[config.mk]
export PLATFORM = sky130hd
export DESIGN_NAME = edge_quad_counter
export DESIGN_NICKNAME = d
export VERILOG_FILES = /design/src/rtl/eqc_pkg.sv /design/src/rtl/eqc_in_sync.sv /design/src/rtl/eqc_decode.sv /design/src/rtl/eqc_count.sv /design/src/rtl/eqc_regs.sv /design/src/rtl/edge_quad_counter.sv
export SDC_FILE = /design/constraint.sdc
export NUM_CORES = 1
export LEC_CHECK = 0
export BUFFER_PORTS_ARGS = -buffer_cell sky130_fd_sc_hd__clkbuf_2
export CORE_MARGIN = 2
export CORE_UTILIZATION = 56
export CTS_BUF_LIST = sky130_fd_sc_hd__clkbuf_8
export DETAILED_ROUTE_END_ITERATION = 8
export PLACE_DENSITY = 0.88
export SLEW_MARGIN = 10
export SYNTH_ARGS = -nofsm -noshare
export SYNTH_HDL_FRONTEND = slang
export SYNTH_SLANG_ARGS = --single-unit
[constraint.sdc]
create_clock -name clk -period 2.4 [get_ports clk]
set_input_delay 0.24 -clock clk [delete_from_list [all_inputs] [get_ports clk]]
set_output_delay 0.24 -clock clk [all_outputs]
set_load 0.01 [all_outputs]
[src/rtl/eqc_pkg.sv]
// Shared types of the edge and quadrature event counter.
// Assumes a 3-bit register address space.
package eqc_pkg;
    localparam int ADDR_W = 3;

    // Register selects; numeric values are the software-visible addresses.
    typedef enum logic [ADDR_W-1:0] {
        REG_CTRL = 3'd0,
        REG_CONF = 3'd1,
        REG_CEIL = 3'd2,
        REG_CMPV = 3'd3,
        REG_STAT = 3'd4,
        REG_FCLR = 3'd5,
        REG_CNT  = 3'd6
    } reg_sel_e;

    // Edge selection shared by plain and quadrature modes.
    typedef enum logic [1:0] {
        EDGE_RISE     = 2'd0,
        EDGE_FALL     = 2'd1,
        EDGE_BOTH     = 2'd2,
        EDGE_BOTH_ALT = 2'd3
    } edge_sel_e;

    // Counting configuration, writable only while disabled.
    typedef struct packed {
        logic      quad;
        edge_sel_e edges;
    } cnt_cfg_t;
endpackage

[src/rtl/eqc_in_sync.sv]
// Synchroniser and edge detector for one asynchronous input.
// Assumes STAGES >= 2 and that the pin is low while reset is held,
// because the history flop resets to 0.
module eqc_in_sync #(
    parameter int STAGES = 2
) (
    input  logic clk,
    input  logic rst_n,
    input  logic pin,
    output logic level,
    output logic rise,
    output logic fall
);
    logic [STAGES-1:0] sync_q;
    logic              hist_q;

    // Shift the pin through the synchroniser chain and keep one cycle of history.
    always_ff @(posedge clk) begin
        if (!rst_n) begin
            sync_q <= '0;
            hist_q <= 1'b0;
        end else begin
            sync_q <= {sync_q[STAGES-2:0], pin};
            hist_q <= sync_q[STAGES-1];
        end
    end

    // Edge pulses are one cycle wide, taken from the synchronised level.
    always_comb begin
        level = sync_q[STAGES-1];
        rise  = level & ~hist_q;
        fall  = ~level & hist_q;
    end
endmodule

[src/rtl/eqc_decode.sv]
// Turns synchronised edges of A and B into up or down step requests.
// Plain mode counts A only, upward. Quadrature mode decodes the Gray
// order and drops any cycle in which both phases moved.
// Assumes edge pulses are one cycle wide and mutually exclusive per input.
module eqc_decode
    import eqc_pkg::*;
(
    input  cnt_cfg_t cfg,
    input  logic     a_lvl,
    input  logic     a_rise,
    input  logic     a_fall,
    input  logic     b_lvl,
    input  logic     b_rise,
    input  logic     b_fall,
    output logic     step_up,
    output logic     step_dn
);
    logic a_chg, b_chg, a_hit, b_hit;
    logic both_edges;

    // Qualify each input's edge against the shared edge selection.
    always_comb begin
        both_edges = cfg.edges[1];
        a_chg = a_rise | a_fall;
        b_chg = b_rise | b_fall;
        a_hit = both_edges ? a_chg : ((cfg.edges == EDGE_FALL) ? a_fall : a_rise);
        b_hit = both_edges ? b_chg : ((cfg.edges == EDGE_FALL) ? b_fall : b_rise);
    end

    // Choose direction: plain mode is always up; quadrature follows phase order.
    always_comb begin
        step_up = 1'b0;
        step_dn = 1'b0;
        if (!cfg.quad) begin
            step_up = a_hit;
        end else if (a_chg && !b_chg) begin
            step_up = a_hit & (a_lvl != b_lvl);
            step_dn = a_hit & (a_lvl == b_lvl);
        end else if (b_chg && !a_chg) begin
            step_up = b_hit & (b_lvl == a_lvl);
            step_dn = b_hit & (b_lvl != a_lvl);
        end
    end
endmodule

[src/rtl/eqc_count.sv]
// Count register: wraps between 0 and the ceiling in both directions.
// Stop (enable low, or a disabling write this cycle) beats any step.
// Assumes step_up and step_dn are never high together.
module eqc_count #(
    parameter int CNT_W = 16
) (
    input  logic             clk,
    input  logic             rst_n,
    input  logic             run_en,
    input  logic             stop_now,
    input  logic             started,
    input  logic [CNT_W-1:0] ceil,
    input  logic             step_up,
    input  logic             step_dn,
    output logic [CNT_W-1:0] cnt
);
    // Advance, wrap or clear the count.
    always_ff @(posedge clk) begin
        if (!rst_n) begin
            cnt <= '0;
        end else if (!run_en || stop_now) begin
            cnt <= '0;
        end else if (started) begin
            if (step_up)
                cnt <= (cnt >= ceil) ? '0 : cnt + 1'b1;
            else if (step_dn)
                cnt <= (cnt == '0) ? ceil : cnt - 1'b1;
        end
    end

    a_r11_stop_clears: assert property (@(posedge clk) disable iff (!rst_n)
        (!run_en || stop_now) |=> (cnt == '0));
    a_r6_wrap_up: assert property (@(posedge clk) disable iff (!rst_n)
        (run_en && !stop_now && started && step_up && cnt >= ceil) |=> (cnt == '0));
    a_r9_wrap_down: assert property (@(posedge clk) disable iff (!rst_n)
        (run_en && !stop_now && started && step_dn && cnt == '0) |=> (cnt == $past(ceil)));
    a_r4_hold_unstarted: assert property (@(posedge clk) disable iff (!rst_n)
        (run_en && !stop_now && !started) |=> $stable(cnt));
endmodule

[src/rtl/eqc_regs.sv]
// Register file: control, configuration, ceiling, compare, ready flags,
// flag-clear and count readback. One write port, combinational read.
// Assumes CNT_W >= 3 so the narrow fields fit in the data word.
module eqc_regs
    import eqc_pkg::*;
#(
    parameter int CNT_W = 16
) (
    input  logic              clk,
    input  logic              rst_n,
    input  logic              wr_en,
    input  logic [ADDR_W-1:0] addr,
    input  logic [CNT_W-1:0]  wdata,
    input  logic [CNT_W-1:0]  cnt,
    output logic [CNT_W-1:0]  rdata,
    output logic              run_en,
    output logic              started,
    output logic              stop_now,
    output cnt_cfg_t          cfg,
    output logic [CNT_W-1:0]  ceil
);
    localparam logic [CNT_W-1:0] CEIL_MAX = {CNT_W{1'b1}};

    logic [CNT_W-1:0] cmpv_q;
    logic             ceil_ok, cmpv_ok;
    logic             wr_ctrl, wr_conf, wr_ceil, wr_cmpv, wr_fclr;

    // Decode which register the current write targets.
    always_comb begin
        wr_ctrl  = wr_en && (addr == REG_CTRL);
        wr_conf  = wr_en && (addr == REG_CONF);
        wr_ceil  = wr_en && (addr == REG_CEIL);
        wr_cmpv  = wr_en && (addr == REG_CMPV);
        wr_fclr  = wr_en && (addr == REG_FCLR);
        stop_now = wr_ctrl && !wdata[0];
    end

    // Enable and start state; a start needs enable to be set already.
    always_ff @(posedge clk) begin
        if (!rst_n) begin
            run_en  <= 1'b0;
            started <= 1'b0;
        end else if (wr_ctrl) begin
            run_en  <= wdata[0];
            started <= wdata[0] & run_en & (wdata[1] | started);
        end
    end

    // Configuration accepts writes only while disabled.
    always_ff @(posedge clk) begin
        if (!rst_n)
            cfg <= '{quad: 1'b0, edges: EDGE_RISE};
        else if (wr_conf && !run_en)
            cfg <= '{quad: wdata[0], edges: edge_sel_e'(wdata[2:1])};
    end

    // Ceiling and compare accept writes only while enabled.
    always_ff @(posedge clk) begin
        if (!rst_n) begin
            ceil   <= CEIL_MAX;
            cmpv_q <= '0;
        end else begin
            if (wr_ceil && run_en) ceil   <= wdata;
            if (wr_cmpv && run_en) cmpv_q <= wdata;
        end
    end

    // Ready flags: set by an accepted write, cleared by writing 1 to the flag-clear register.
    always_ff @(posedge clk) begin
        if (!rst_n) begin
            ceil_ok <= 1'b0;
            cmpv_ok <= 1'b0;
        end else begin
            if (wr_ceil && run_en)        ceil_ok <= 1'b1;
            else if (wr_fclr && wdata[0]) ceil_ok <= 1'b0;
            if (wr_cmpv && run_en)        cmpv_ok <= 1'b1;
            else if (wr_fclr && wdata[1]) cmpv_ok <= 1'b0;
        end
    end

    // Read multiplexer; unmapped addresses and the flag-clear register read 0.
    always_comb begin
        rdata = '0;
        case (addr)
            REG_CTRL: rdata[1:0] = {started, run_en};
            REG_CONF: rdata[2:0] = {cfg.edges, cfg.quad};
            REG_CEIL: rdata      = ceil;
            REG_CMPV: rdata      = cmpv_q;
            REG_STAT: rdata[1:0] = {cmpv_ok, ceil_ok};
            REG_CNT:  rdata      = cnt;
            default:  rdata      = '0;
        endcase
    end

    a_r2_ceil_locked: assert property (@(posedge clk) disable iff (!rst_n)
        (wr_ceil && !run_en) |=> $stable(ceil));
    a_r2_cmpv_locked: assert property (@(posedge clk) disable iff (!rst_n)
        (wr_cmpv && !run_en) |=> $stable(cmpv_q));
    a_r3_ceil_flag: assert property (@(posedge clk) disable iff (!rst_n)
        (wr_ceil && run_en) |=> ceil_ok);
    a_r3_flag_clear: assert property (@(posedge clk) disable iff (!rst_n)
        (wr_fclr && wdata[1] && !wr_cmpv) |=> !cmpv_ok);
    a_r10_cfg_locked: assert property (@(posedge clk) disable iff (!rst_n)
        (wr_conf && run_en) |=> $stable(cfg));
    a_r4_start_needs_enable: assert property (@(posedge clk) disable iff (!rst_n)
        $rose(started) |-> $past(run_en));
endmodule

[src/rtl/edge_quad_counter.sv]
// Top level: two synchronised inputs, the step decoder, the count register
// and the register file. Assumes in_a and in_b are asynchronous to clk
// and are low while reset is held.
module edge_quad_counter
    import eqc_pkg::*;
#(
    parameter int CNT_W       = 16,
    parameter int SYNC_STAGES = 2
) (
    input  logic              clk,
    input  logic              rst_n,
    input  logic              wr_en,
    input  logic [ADDR_W-1:0] addr,
    input  logic [CNT_W-1:0]  wdata,
    output logic [CNT_W-1:0]  rdata,
    input  logic              in_a,
    input  logic              in_b
);
    localparam int N_IN = 2;

    logic [N_IN-1:0]  pin_v, lvl, rise, fall;
    logic             step_up, step_dn;
    logic             run_en, started, stop_now;
    cnt_cfg_t         cfg;
    logic [CNT_W-1:0] ceil, cnt;

    assign pin_v = {in_b, in_a};

    for (genvar i = 0; i < N_IN; i++) begin : g_in
        eqc_in_sync #(.STAGES(SYNC_STAGES)) u_sync (
            .clk   (clk),
            .rst_n (rst_n),
            .pin   (pin_v[i]),
            .level (lvl[i]),
            .rise  (rise[i]),
            .fall  (fall[i])
        );
    end

    eqc_decode u_decode (
        .cfg     (cfg),
        .a_lvl   (lvl[0]),
        .a_rise  (rise[0]),
        .a_fall  (fall[0]),
        .b_lvl   (lvl[1]),
        .b_rise  (rise[1]),
        .b_fall  (fall[1]),
        .step_up (step_up),
        .step_dn (step_dn)
    );

    eqc_count #(.CNT_W(CNT_W)) u_count (
        .clk      (clk),
        .rst_n    (rst_n),
        .run_en   (run_en),
        .stop_now (stop_now),
        .started  (started),
        .ceil     (ceil),
        .step_up  (step_up),
        .step_dn  (step_dn),
        .cnt      (cnt)
    );

    eqc_regs #(.CNT_W(CNT_W)) u_regs (
        .clk      (clk),
        .rst_n    (rst_n),
        .wr_en    (wr_en),
        .addr     (addr),
        .wdata    (wdata),
        .cnt      (cnt),
        .rdata    (rdata),
        .run_en   (run_en),
        .started  (started),
        .stop_now (stop_now),
        .cfg      (cfg),
        .ceil     (ceil)
    );

    a_r5_plain_up_only: assert property (@(posedge clk) disable iff (!rst_n)
        !cfg.quad |-> !step_dn);
    a_r5_b_ignored: assert property (@(posedge clk) disable iff (!rst_n)
        (!cfg.quad && !rise[0] && !fall[0]) |-> !step_up);
    a_r12_double_move: assert property (@(posedge clk) disable iff (!rst_n)
        (cfg.quad && (rise[0] || fall[0]) && (rise[1] || fall[1])) |-> (!step_up && !step_dn));
    a_r8_rise_only: assert property (@(posedge clk) disable iff (!rst_n)
        (cfg.quad && cfg.edges == EDGE_RISE && (step_up || step_dn)) |-> (rise[0] || rise[1]));
    a_r7_one_direction: assert property (@(posedge clk) disable iff (!rst_n)
        $onehot0({step_up, step_dn}));
endmodule

# Word level (Yosys, flattened, before mapping)
# Cells that the tools add are included.
[classes] addsub=2 n_reduce_logical=25 n_lt_le_gt_ge=1 muxes=21 bitwise=18 eq_ne=11
[op_table] cell="16-bit two-way mux" count=4
[op_table] cell="13-bit one-hot mux with 3 select lines" count=1
[op_table] cell="16-bit by 1-bit adder with 16-bit output, second input constant" count=1
[op_table] cell="16-bit greater-or-equal comparator" count=1
[op_table] cell="16-bit zero test" count=1
[op_table] cell="16-bit by 1-bit subtractor with 16-bit output, second input constant" count=1
[op_table] cell="1-bit two-way mux" count=14
[op_table] cell="1-bit logical AND" count=13
[op_table] cell="2-bit one-hot mux with 6 select lines" count=1
[op_table] cell="1-bit bitwise AND" count=10
[op_table] cell="3-bit equality test, second input constant" count=3
[op_table] cell="3-bit by 2-bit equality test with 1-bit output, second input constant" count=2
[op_table] cell="2-bit nonzero test" count=3
[op_table] cell="1-bit NOT" count=5
[op_table] cell="1-bit zero test" count=4
[op_table] cell="1-bit one-hot mux with 4 select lines" count=1
[op_table] cell="3-bit by 1-bit equality test with 1-bit output, second input constant" count=1
[op_table] cell="3-bit zero test" count=1
[op_table] cell="1-bit bitwise OR" count=3
[op_table] cell="1-bit equality test" count=2
[op_table] cell="2-bit by 1-bit equality test with 1-bit output, second input constant" count=1
[op_table] cell="1-bit inequality test" count=2
[op_table] cell="2-bit AND reduction" count=1
[op_table] cell="2-bit OR reduction" count=1
[op_table] cell="1-bit logical OR" count=1
[word_totals] word_cells=91 ff_bits=61 input_bits=24 out_inout_bits=16

# Longest topological paths before layout
# Gate-level depths: netlist (run 1).
[logic_depth] depth_word=10 ltp_mapped=10 ltp_nobuf=8

# Hierarchy
# From an unflattened synthesis (run 1), not the netlist that was laid out.
[hier_totals] hier_cells=556 area_unflattened_um2=4525.6
[by_module_without_submodules] module="eqc_regs" n_inst=1 cells_each=250 area_each_um2=2188.3 seq_area_each_um2=780.7
[by_module_without_submodules] module="eqc_count" n_inst=1 cells_each=274 area_each_um2=2039.5 seq_area_each_um2=320.3
[by_module_without_submodules] module="eqc_in_sync" n_inst=2 cells_each=8 area_each_um2=91.3 seq_area_each_um2=60.1
[by_module_without_submodules] module="eqc_decode" n_inst=1 cells_each=16 area_each_um2=115.1 seq_area_each_um2=0.0

# Least setup slack after synthesis (run 1)
# Ideal clock, no wire load.
[synth_timing] path_kind="reg2reg" start="register u_count.cnt[0]" end="register u_count.cnt[1]" setup_slack_ps=-256 stages_incl_launch_ff=10 t_arrival_ps=2586 setup_ps=70 n_path_buf=1 path_cell_list="dfxtp_1 > inv_1 > ha_1 > nand2b_1 > a2111oi_0 > nor3_1 > nor4bb_1 > clkbuf_1 > a22oi_1 > a21oi_1"
[synth_between] elab_chain_len=4
[synth_rtl] item="from (decl)" line="eqc_count.sv:15" rtl="output logic [CNT_W-1:0] cnt"
[synth_rtl] item="from (signal assigned)" line="eqc_count.sv:25" rtl="cnt <= (cnt >= ceil) ? '0 : cnt + 1'b1;"
[synth_rtl] item="from (signal assigned)" line="eqc_count.sv:27" rtl="cnt <= (cnt == '0) ? ceil : cnt - 1'b1;"
[synth_rtl] item="16-bit by 1-bit subtractor with 16-bit output or 16-bit zero test (tied branches)" line="eqc_count.sv:27"
[synth_rtl] item="16-bit two-way mux" line="eqc_count.sv:27"
[synth_rtl] item="16-bit two-way mux" line="eqc_count.sv:26" rtl="else if (step_dn)"
[synth_rtl] item="16-bit two-way mux (*)" line="eqc_count.sv:24" rtl="if (step_up)"
# Mark *: on every way between the ends. The rest lies on a longest branch, timed or not. The select of a mux whose other input is x is not followed.
# A chain may end at the register's enable or synchronous reset.

# Worst setup path in the final report (run 1)
[layout_timing] start="register u_count.cnt[5]" end="register u_count.cnt[5]"
# Same word-level chain as after synthesis.

==> results of run 1 <==
## metrics by stage
| stage | hold slack [ns] | setup slack, ns |
|---|---|---|
| after floorplan | 0.3673 | -0.1929 |
| after global placement | 0.4163 | -0.1164 |
| after detailed placement | 0.4216 | -0.2353 |
| after CTS | 0.07541 | -0.05482 |
| after global routing | 0.09810 | -0.1032 |
| final | 0.07487 | -0.08847 |
## cells by family after synthesis
group | share of synthesized area, %
compound gates | 22.87
xor+xnor | 2.060
fa+ha+maj | 6.769
mux | 6.416
simple gates | 26.02
buf+inv | 7.151
flops | 28.72
## cells in the final DEF (no fill, tap or decap), types with 4 or more instances in the layout
| master | instances |
|---|---|
| a22oi_1 | 7 |
| dfxtp_1 | 59 |
| and3_1 | 4 |
| nand2_1 | 86 |
| and2_1 | 7 |
| nor4_1 | 6 |
| inv_1 | 30 |
| o31ai_1 | 6 |
| a21oi_1 | 35 |
| or3_1 | 4 |
| nor2_1 | 51 |
| buf_4 | 62 |
| a21boi_0 | 17 |
| mux2i_1 | 25 |
| o21ai_0 | 8 |
| nor2b_1 | 9 |
| nor3_1 | 9 |
| ha_1 | 23 |
| xnor2_1 | 8 |
| nand3_1 | 18 |
| clkbuf_2 | 39 |
| or4_4 | 5 |
| nor3_2 | 4 |
| o22ai_1 | 4 |
| clkbuf_8 | 10 |
| nand2b_1 | 4 |
| a2111oi_2 | 4 |
| o211ai_1 | 17 |
| nor2_2 | 5 |
## cells in the mapped netlist (3+ instances only)
library cell  number
o22ai_2            3
mux2i_1           25
a2111oi_0          5
or2_2              3
o211ai_1          17
o31ai_1            6
inv_1             30
o21ai_0            9
and3_1             5
or3_1              4
nor2b_1            9
xnor2_1            8
a22oi_1            7
nor3_1            13
nand3_1           18
nor4_1             7
a221oi_1           3
nand2b_1           5
ha_1              23
and2_1             7
a2bb2oi_1          3
or4_1              3
a21boi_0          17
a21oi_1           35
dfxtp_1           61
nand2_1           87
a211o_1            3
nand4_1            3
o22ai_1            4
nor2_1            56
a32oi_1            3
a221o_1            3
clkbuf_1          37
## worst paths after layout
kind	depth (start not counted)	endpoint
setup / recovery	6	u_count.cnt[5]$_SDFFE_PP0P_
hold / removal	2	g_in[1].u_sync.sync_q[0]$_SDFF_PN0_
setup reg to reg	6	u_count.cnt[5]$_SDFFE_PP0P_
hold reg to reg	1	g_in[0].u_sync.sync_q[1]$_SDFF_PN0_
## cell type report
type	instances	area (µm²)	share of cell area [%]
clock inverters	6	86.33	1.648
repair buffers	102	680.7	12.99
clock buffers	10	137.6	2.627
well taps	99	123.9	2.364
multi-input cells	430	2875	54.87
inverters	30	112.6	2.149
flip-flops and latches	61	1224	23.35
## state kept, by name (all words and copies together), names as in the netlist
signal,cells
g_in.u_sync.hist_q,2
g_in.u_sync.sync_q,4
u_count.cnt,16
u_regs.ceil,16
u_regs.ceil_ok,1
u_regs.cfg,3
u_regs.cmpv_ok,1
u_regs.cmpv_q,16
u_regs.run_en,1
u_regs.started,1
## worst max-delay path, stage by stage, from the launching register on
cell and delay, ns:
dfxtp_2 0.35, or4_4 0.55, or3_4 0.38, or4_4 0.61, mux2i_1 0.16, a22oi_1 0.22
o22ai_2 0.10
## power by group through the flow
stage | sequential, µW | combinational (µW) | clock (µW)
floorplan | 1050 | 123 | 0
global placement | 1050 | 199 | 0
detailed placement | 1050 | 202 | 0
CTS | 1020 | 205 | 1060
global route | 1020 | 227 | 1110
finish | 1020 | 208 | 1070
## per-layer routing
| layer | routed length [µm] | up-vias | share of wire (%) |
|---|---|---|---|
| met3 | 1011 | 79 | 7.7 |
| met4 | 654 | 0 | 5.0 |
| met1 | 5024 | 2136 | 38 |
| met2 | 6472 | 250 | 49 |
| met5 | 0 | - | 0 |
| li1 | - | 2158 | - |
## repair_timing
action	4_1_cts	5_1_grt
buffers inserted	0	1
endpoints found under the setup margin	14	16
gates cloned	2	0
pin swaps	4	3
gates resized for setup	17	9
==> Flow_metrics.wiki, run 1 <==
{| class="wikitable"
! Metric !! Value
|-
| Total wire length after detailed routing || 13.16 mm
|-
| Worst reg-to-reg setup slack || -0.09 ns
|-
| GRT met3 Usage || 6.639%
|-
| Initial Util || 58.30%
|-
| Distinct cell type count of the synthesized netlist || 61
|-
| H-tree levels || 3
|-
| Ranking of synthesized cells by area || dfxtp_1, nand2_1, ha_1, mux2i_1, nor2_1
|-
| Post-synthesis register bit count || 61
|-
| Status || finished with violations
|-
| Number of max-cap violations || 0
|-
| Post-layout instance count excluding filler cells || 738
|-
| TritonCTS sink count || 61
|-
| Library cell with the largest summed area after synthesis || dfxtp_1
|-
| Wire length of the first global-routing pass || 21.47 mm
|-
| Net count of the finished layout || 681
|-
| Hold Path Origin || in_b
|-
| Failing checks || setup timing
|-
| Mapped Cells || 562
|-
| Routed Antenna Nets || 0
|-
| Core Region || 0.007292 mm²
|-
| Avg Inst Size Synth || 7.565 µm²
|-
| Power Dens Cells || 438.6 mW/mm²
|-
| Die Footprint || 0.008305 mm²
|-
| Synth top area share || 28.72%
|-
| Num ports || 40
|-
| Slew of the pin with the lowest slew margin || 0.4470 ns
|-
| Via count of the routed design || 4623
|-
| Crit Reg-Reg Startpoint || u_count.cnt[5]$_SDFFE_PP0P_
|-
| Worst-Skew Late Latency || 0.36 ns
|-
| Final worst slack || -0.08847 ns
|-
| Number of I/O port buffers || 39
|-
| Clock Skews || 0.005891 ns
|-
| Maximum fanout encountered on the critical timing path || 8
|-
| Clk pwr share || 46.4%
|-
| Switching power as a share of total power || 25.25%
|-
| Leakage power summed over all cells || 0.002335 µW
|-
| Final worst path period need || 2.488 ns
|-
| Crit path DAT || 2.74 ns
|-
| Fraction of final layout cells with drive strength greater than 1 || 24.73%
|-
| Start-to-end type of the worst setup path || reg -> reg
|-
| Maximum clock rate || 401.9 MHz
|-
| Clock tree from TritonCTS || built
|-
| Yosys Warn Count || 0
|-
| Cell area after synthesis || 0.004252 mm²
|-
| Number of DRC violations after detailed-routing iteration 0 || 462
|-
| Setup TNS || -0.4919 ns
|-
| Final Hold Vio Count || 0
|-
| Global-route congestion overflow total || 0
|-
| Net switching power || 580.4 µW
|-
| Number of flops mapped to enable cells by yosys || 0
|-
| Met1 usage in global routing || 37.33%
|-
| Critical path capture point type || flop
|-
| Final Cycle Share || 103.7%
|-
| CTS Hold Buffers Added || 0
|-
| Number of antenna violations at the first check in global routing || 0
|-
| Post-synth ARST share || 0%
|-
| Data required time at the worst endpoint || 2.65 ns
|-
| Peak-usage layer in the global routing report || met2
|-
| Final GP Congestion || 1.037
|-
| Diodes inserted || 0
|-
| Internal power component || 1718 µW
|-
| Horiz. Die Dim || 91.13 µm
|-
| Number of rows created at floorplan || 31
|-
| Fraction of the core area covered by cells at the end of the flow || 71.86%
|-
| Fraction of power consumed by sequential logic || 44.5%
|-
| VDD IR max || 0.0004487 V
|-
| Area Growth Syn to Fin || 23.25%
|-
| Clock buffer depth || 2
|-
| Total global routing track utilization || 32.47%
|-
| Relative slew margins || 69.78%
|-
| Portion of total power attributed to combinational logic || 9.1%
|-
| Summed area of non-filler cells in the final layout || 0.005240 mm²
|-
| Unrepaired setup endpoints after global routing || yes
|-
| Launching instance or port of the critical path || u_count.cnt[5]$_SDFFE_PP0P_
|-
| Sequential element share of the synthesized area || 28.72%
|-
| CP startpoint kind || flop
|-
| Dpl cell area || 0.004890 mm²
|-
| Clock buffer count from CTS || 9
|-
| Placed cell count || 719
|-
| Count of filler cells inserted in the layout || 548
|-
| Clock-pin slew on the worst setup and hold paths || 0.08 ns
|-
| Number of max-slew violations in the final report || 0
|-
| Setup violation total in the final timing report || 12
|-
| Number of DRC violations after detailed routing || 0
|-
| Estimated wirelength of the detail-placed design || 9.309 mm
|-
| Total power || 2298 µW
|-
| Synth Flop Type || dfxtp_1
|-
| Drt pass-1 iters || 8
|-
| Pin count of the biggest net entering global routing || 38
|-
| Average routed wire per standard cell || 17.83 µm
|-
| Clk Tree Root Cell || clkbuf_8
|-
| Fraction of met2 tracks used by global routing || 57.28%
|-
| Mapped Nets || 609
|-
| Hold Path Class || in -> reg
|-
| Number of global-route vias before repair || 4522
|-
| Die outline height || 91.13 µm
|-
| Routed vias/inst || 6.264
|}
No activity file was read; power rests on OpenSTA's default activity.
==> inputs of run 2 (changes only) <==
- MAX_ROUTING_LAYER: unset -> met4
==> run 2 against run 1 <==
The flow still finishes with violations (setup timing). Power shrank 4.1%. Worst hold slack improved by 0.015 ns. Die area unchanged. Clock power shrank 10%. First-iteration DRC count grew 15%.
==> Flow_metrics.wiki, run 2 (synthesis gave the netlist of run 1 again) <==
{| class="wikitable"
! Metric !! Value
|-
| Status || finished with violations
|-
| Failing checks || setup timing
|-
| Clock tree from TritonCTS || built
|-
| Clk Tree Root Cell || clkbuf_8
|-
| Net count of the finished layout || 683
|-
| CP startpoint kind || flop
|-
| Placed cell count || 720
|-
| Multi-input gate area || 0.002919 mm²
|-
| Switching power as a share of total power || 26.75%
|-
| Sequential cell area || 0.001225 mm²
|-
| Routed Antenna Nets || 0
|-
| Clock buffer depth || 2
|-
| Pin count of the biggest net entering global routing || 46
|-
| Post-layout instance count excluding filler cells || 740
|-
| Total global routing track utilization || 34.32%
|-
| Largest registers in the final layout || u_count.cnt (16), u_regs.ceil (16), u_regs.cmpv_q (16)
|-
| Hold Path Class || in -> reg
|-
| Number of rows created at floorplan || 31
|-
| Final worst path period need || 2.591 ns
|-
| Count of filler cells inserted in the layout || 553
|-
| H-tree levels || 3
|-
| Number of max-cap violations || 0
|-
| Final Cycle Share || 107.9%
|-
| Estimated wirelength of the detail-placed design || 9.623 mm
|-
| Setup violation total in the final timing report || 13
|-
| Number of antenna violations at the first check in global routing || 0
|-
| Fraction of power consumed by sequential logic || 46.4%
|-
| Most common library cell in the layout ignoring fill and taps || nand2_1
|-
| Global-route congestion overflow total || 0
|-
| Wire length of the first global-routing pass || 22.36 mm
|-
| Place WS || -0.2369 ns
|-
| Unrepaired setup endpoints after global routing || yes
|-
| Net switching power || 589.8 µW
|-
| Horiz. Die Dim || 91.13 µm
|-
| Critical path capture point type || flop
|-
| Worst setup path end || u_count.cnt[0]$_SDFFE_PP0P_
|-
| Relative slew margins || 67.69%
|-
| TritonCTS sink count || 61
|-
| Slowest-stage cell, CP || or4_4
|-
| Summed area of non-filler cells in the final layout || 0.005281 mm²
|-
| Num ports || 40
|-
| Reg-to-reg endpoint || u_count.cnt[0]$_SDFFE_PP0P_
|-
| Crit-path cells || or4_4 -> or3_4 -> or4_4 -> nor2_2 -> a211oi_2 -> o31a_1
|-
| Leakage power summed over all cells || 0.002360 µW
|-
| Total power || 2205 µW
|-
| Average routed wire per standard cell || 19.03 µm
|-
| Clk pwr share || 43.6%
|-
| Worst Hold Path Cells || 2
|-
| Worst-Skew Late Latency || 0.36 ns
|-
| Routed vias/inst || 6.399
|-
| Drt pass-1 iters || 6
|-
| Slew of the pin with the lowest slew margin || 0.4840 ns
|-
| Highest-count cells in the layout ignoring fill and taps || nand2_1, buf_4, dfxtp_1, nor2_1, clkbuf_2
|-
| Die Footprint || 0.008305 mm²
|-
| Worst reg-to-reg setup slack || -0.19 ns
|-
| Initial Util || 58.30%
|-
| Length in cells of the worst reg-to-reg path || 6
|-
| Launching instance or port of the critical path || u_count.cnt[5]$_SDFFE_PP0P_
|-
| Number of max-slew violations in the final report || 0
|-
| Start-to-end type of the worst setup path || reg -> reg
|-
| Clock-pin slew on the worst setup and hold paths || 0.07 ns
|-
| Number of I/O port buffers || 39
|-
| Final Hold Vio Count || 0
|-
| Number of global-route vias before repair || 4610
|-
| Number of DRC violations after detailed-routing iteration 0 || 531
|-
| Core Region || 0.007292 mm²
|-
| Data required time at the worst endpoint || 2.64 ns
|-
| Diodes inserted || 0
|-
| Delay of the slowest cell on the worst path || 0.68 ns
|-
| Critical Path Most Common Cell || or4_4
|-
| Via count of the routed design || 4735
|-
| VDD IR max || 0.0003026 V
|-
| Maximum clock rate || 386.0 MHz
|-
| CTS Hold Buffers Added || 0
|-
| Fraction of final layout cells with drive strength greater than 1 || 25.74%
|-
| Power Dens Cells || 417.5 mW/mm²
|-
| Internal power component || 1615 µW
|-
| Clock Skews || 0.007993 ns
|-
| Maximum fanout encountered on the critical timing path || 8
|-
| Final GP Congestion || 1.034
|-
| Number of DRC violations after detailed routing || 0
|-
| Area Growth Syn to Fin || 24.22%
|-
| Hold WS || 0.09018 ns
|-
| Clock buffer count from CTS || 9
|-
| Dpl cell area || 0.004897 mm²
|-
| Total wire length after detailed routing || 14.08 mm
|-
| Die outline height || 91.13 µm
|-
| Final worst slack || -0.1906 ns
|-
| Crit Reg-Reg Startpoint || u_count.cnt[5]$_SDFFE_PP0P_
|-
| Crit path DAT || 2.83 ns
|-
| Portion of total power attributed to combinational logic || 10.0%
|}
## run 2: changes by cell type in the layout (fill, tap and decap cells not counted), moves of 2 or more
cell,change
nor2_4,+2
nand2b_1,-2
a211oi_2,+2
nand2b_4,+2
a211oi_1,-2
nor2_2,-3
## run 2: cell type report
cell class / count / share of cell area (%)
multi-input cells: 430 / 55.27
clock inverters: 6 / 1.208
well taps: 99 / 2.345
inverters: 30 / 2.132
flip-flops and latches: 61 / 23.19
repair buffers: 104 / 13.24
clock buffers: 10 / 2.606
## run 2: what timing repair did
action	CTS	global route
setup buffers	1	1
endpoints found under the hold margin	0	0
cloned	2	0
resized for setup	16	19
setup endpoints to repair	14	13
pin swaps	3	5
## run 2: worst max-delay path: cells and delay by family (launching register included)
family	cells	cell delay (ns)
compound gates	2	0.35
flops	1	0.34
simple gates	4	1.79
## run 2: worst min-delay path by stage
stage | endpoint | slack [ns] | from
5_1_grt | g_in[1].u_sync.sync_q[0]$_SDFF_PN0_ | 0.09 | in_b
4_1_cts | g_in[0].u_sync.sync_q[0]$_SDFF_PN0_ | 0.08 | in_a
3_5_place_dp | g_in[0].u_sync.sync_q[1]$_SDFF_PN0_ | 0.43 | g_in[0].u_sync.sync_q[0]$_SDFF_PN0_
2_1_floorplan | g_in[0].u_sync.sync_q[0]$_SDFF_PN0_ | 0.37 | in_a
3_3_place_gp | g_in[0].u_sync.sync_q[1]$_SDFF_PN0_ | 0.42 | g_in[0].u_sync.sync_q[0]$_SDFF_PN0_
6_report | g_in[0].u_sync.sync_q[0]$_SDFF_PN0_ | 0.09 | in_a
## run 2: per-stage QoR
stage               TNS, ns  util (%)
floorplan            -1.608         -
global route         -1.759     72.43
finish               -1.332     72.43
global placement     -1.144     67.16
CTS                 -0.6659     71.05
detailed placement   -1.479     67.16
## run 2: layer usage
| layer | GRT usage (%) | vias up | routed length [µm] | part of all wire, % |
|---|---|---|---|---|
| met4 | 16.04 | 0 | 738 | 5.2 |
| met5 | - | - | 0 | 0 |
| met1 | 39.11 | 2245 | 5435 | 39 |
| met2 | 57.65 | 260 | 6857 | 49 |
| met3 | 7.220 | 81 | 1047 | 7.4 |
| li1 | - | 2149 | - | - |
## run 2: power by group through the flow
| stage | combinational [µW] | sequential, µW | clock (µW) |
|---|---|---|---|
| after floorplan | 123 | 1050 | 0 |
| after global placement | 197 | 1050 | 0 |
| after detailed placement | 203 | 1050 | 0 |
| after CTS | 206 | 1020 | 963 |
| after global routing | 238 | 1020 | 1010 |
| final | 221 | 1020 | 961 |
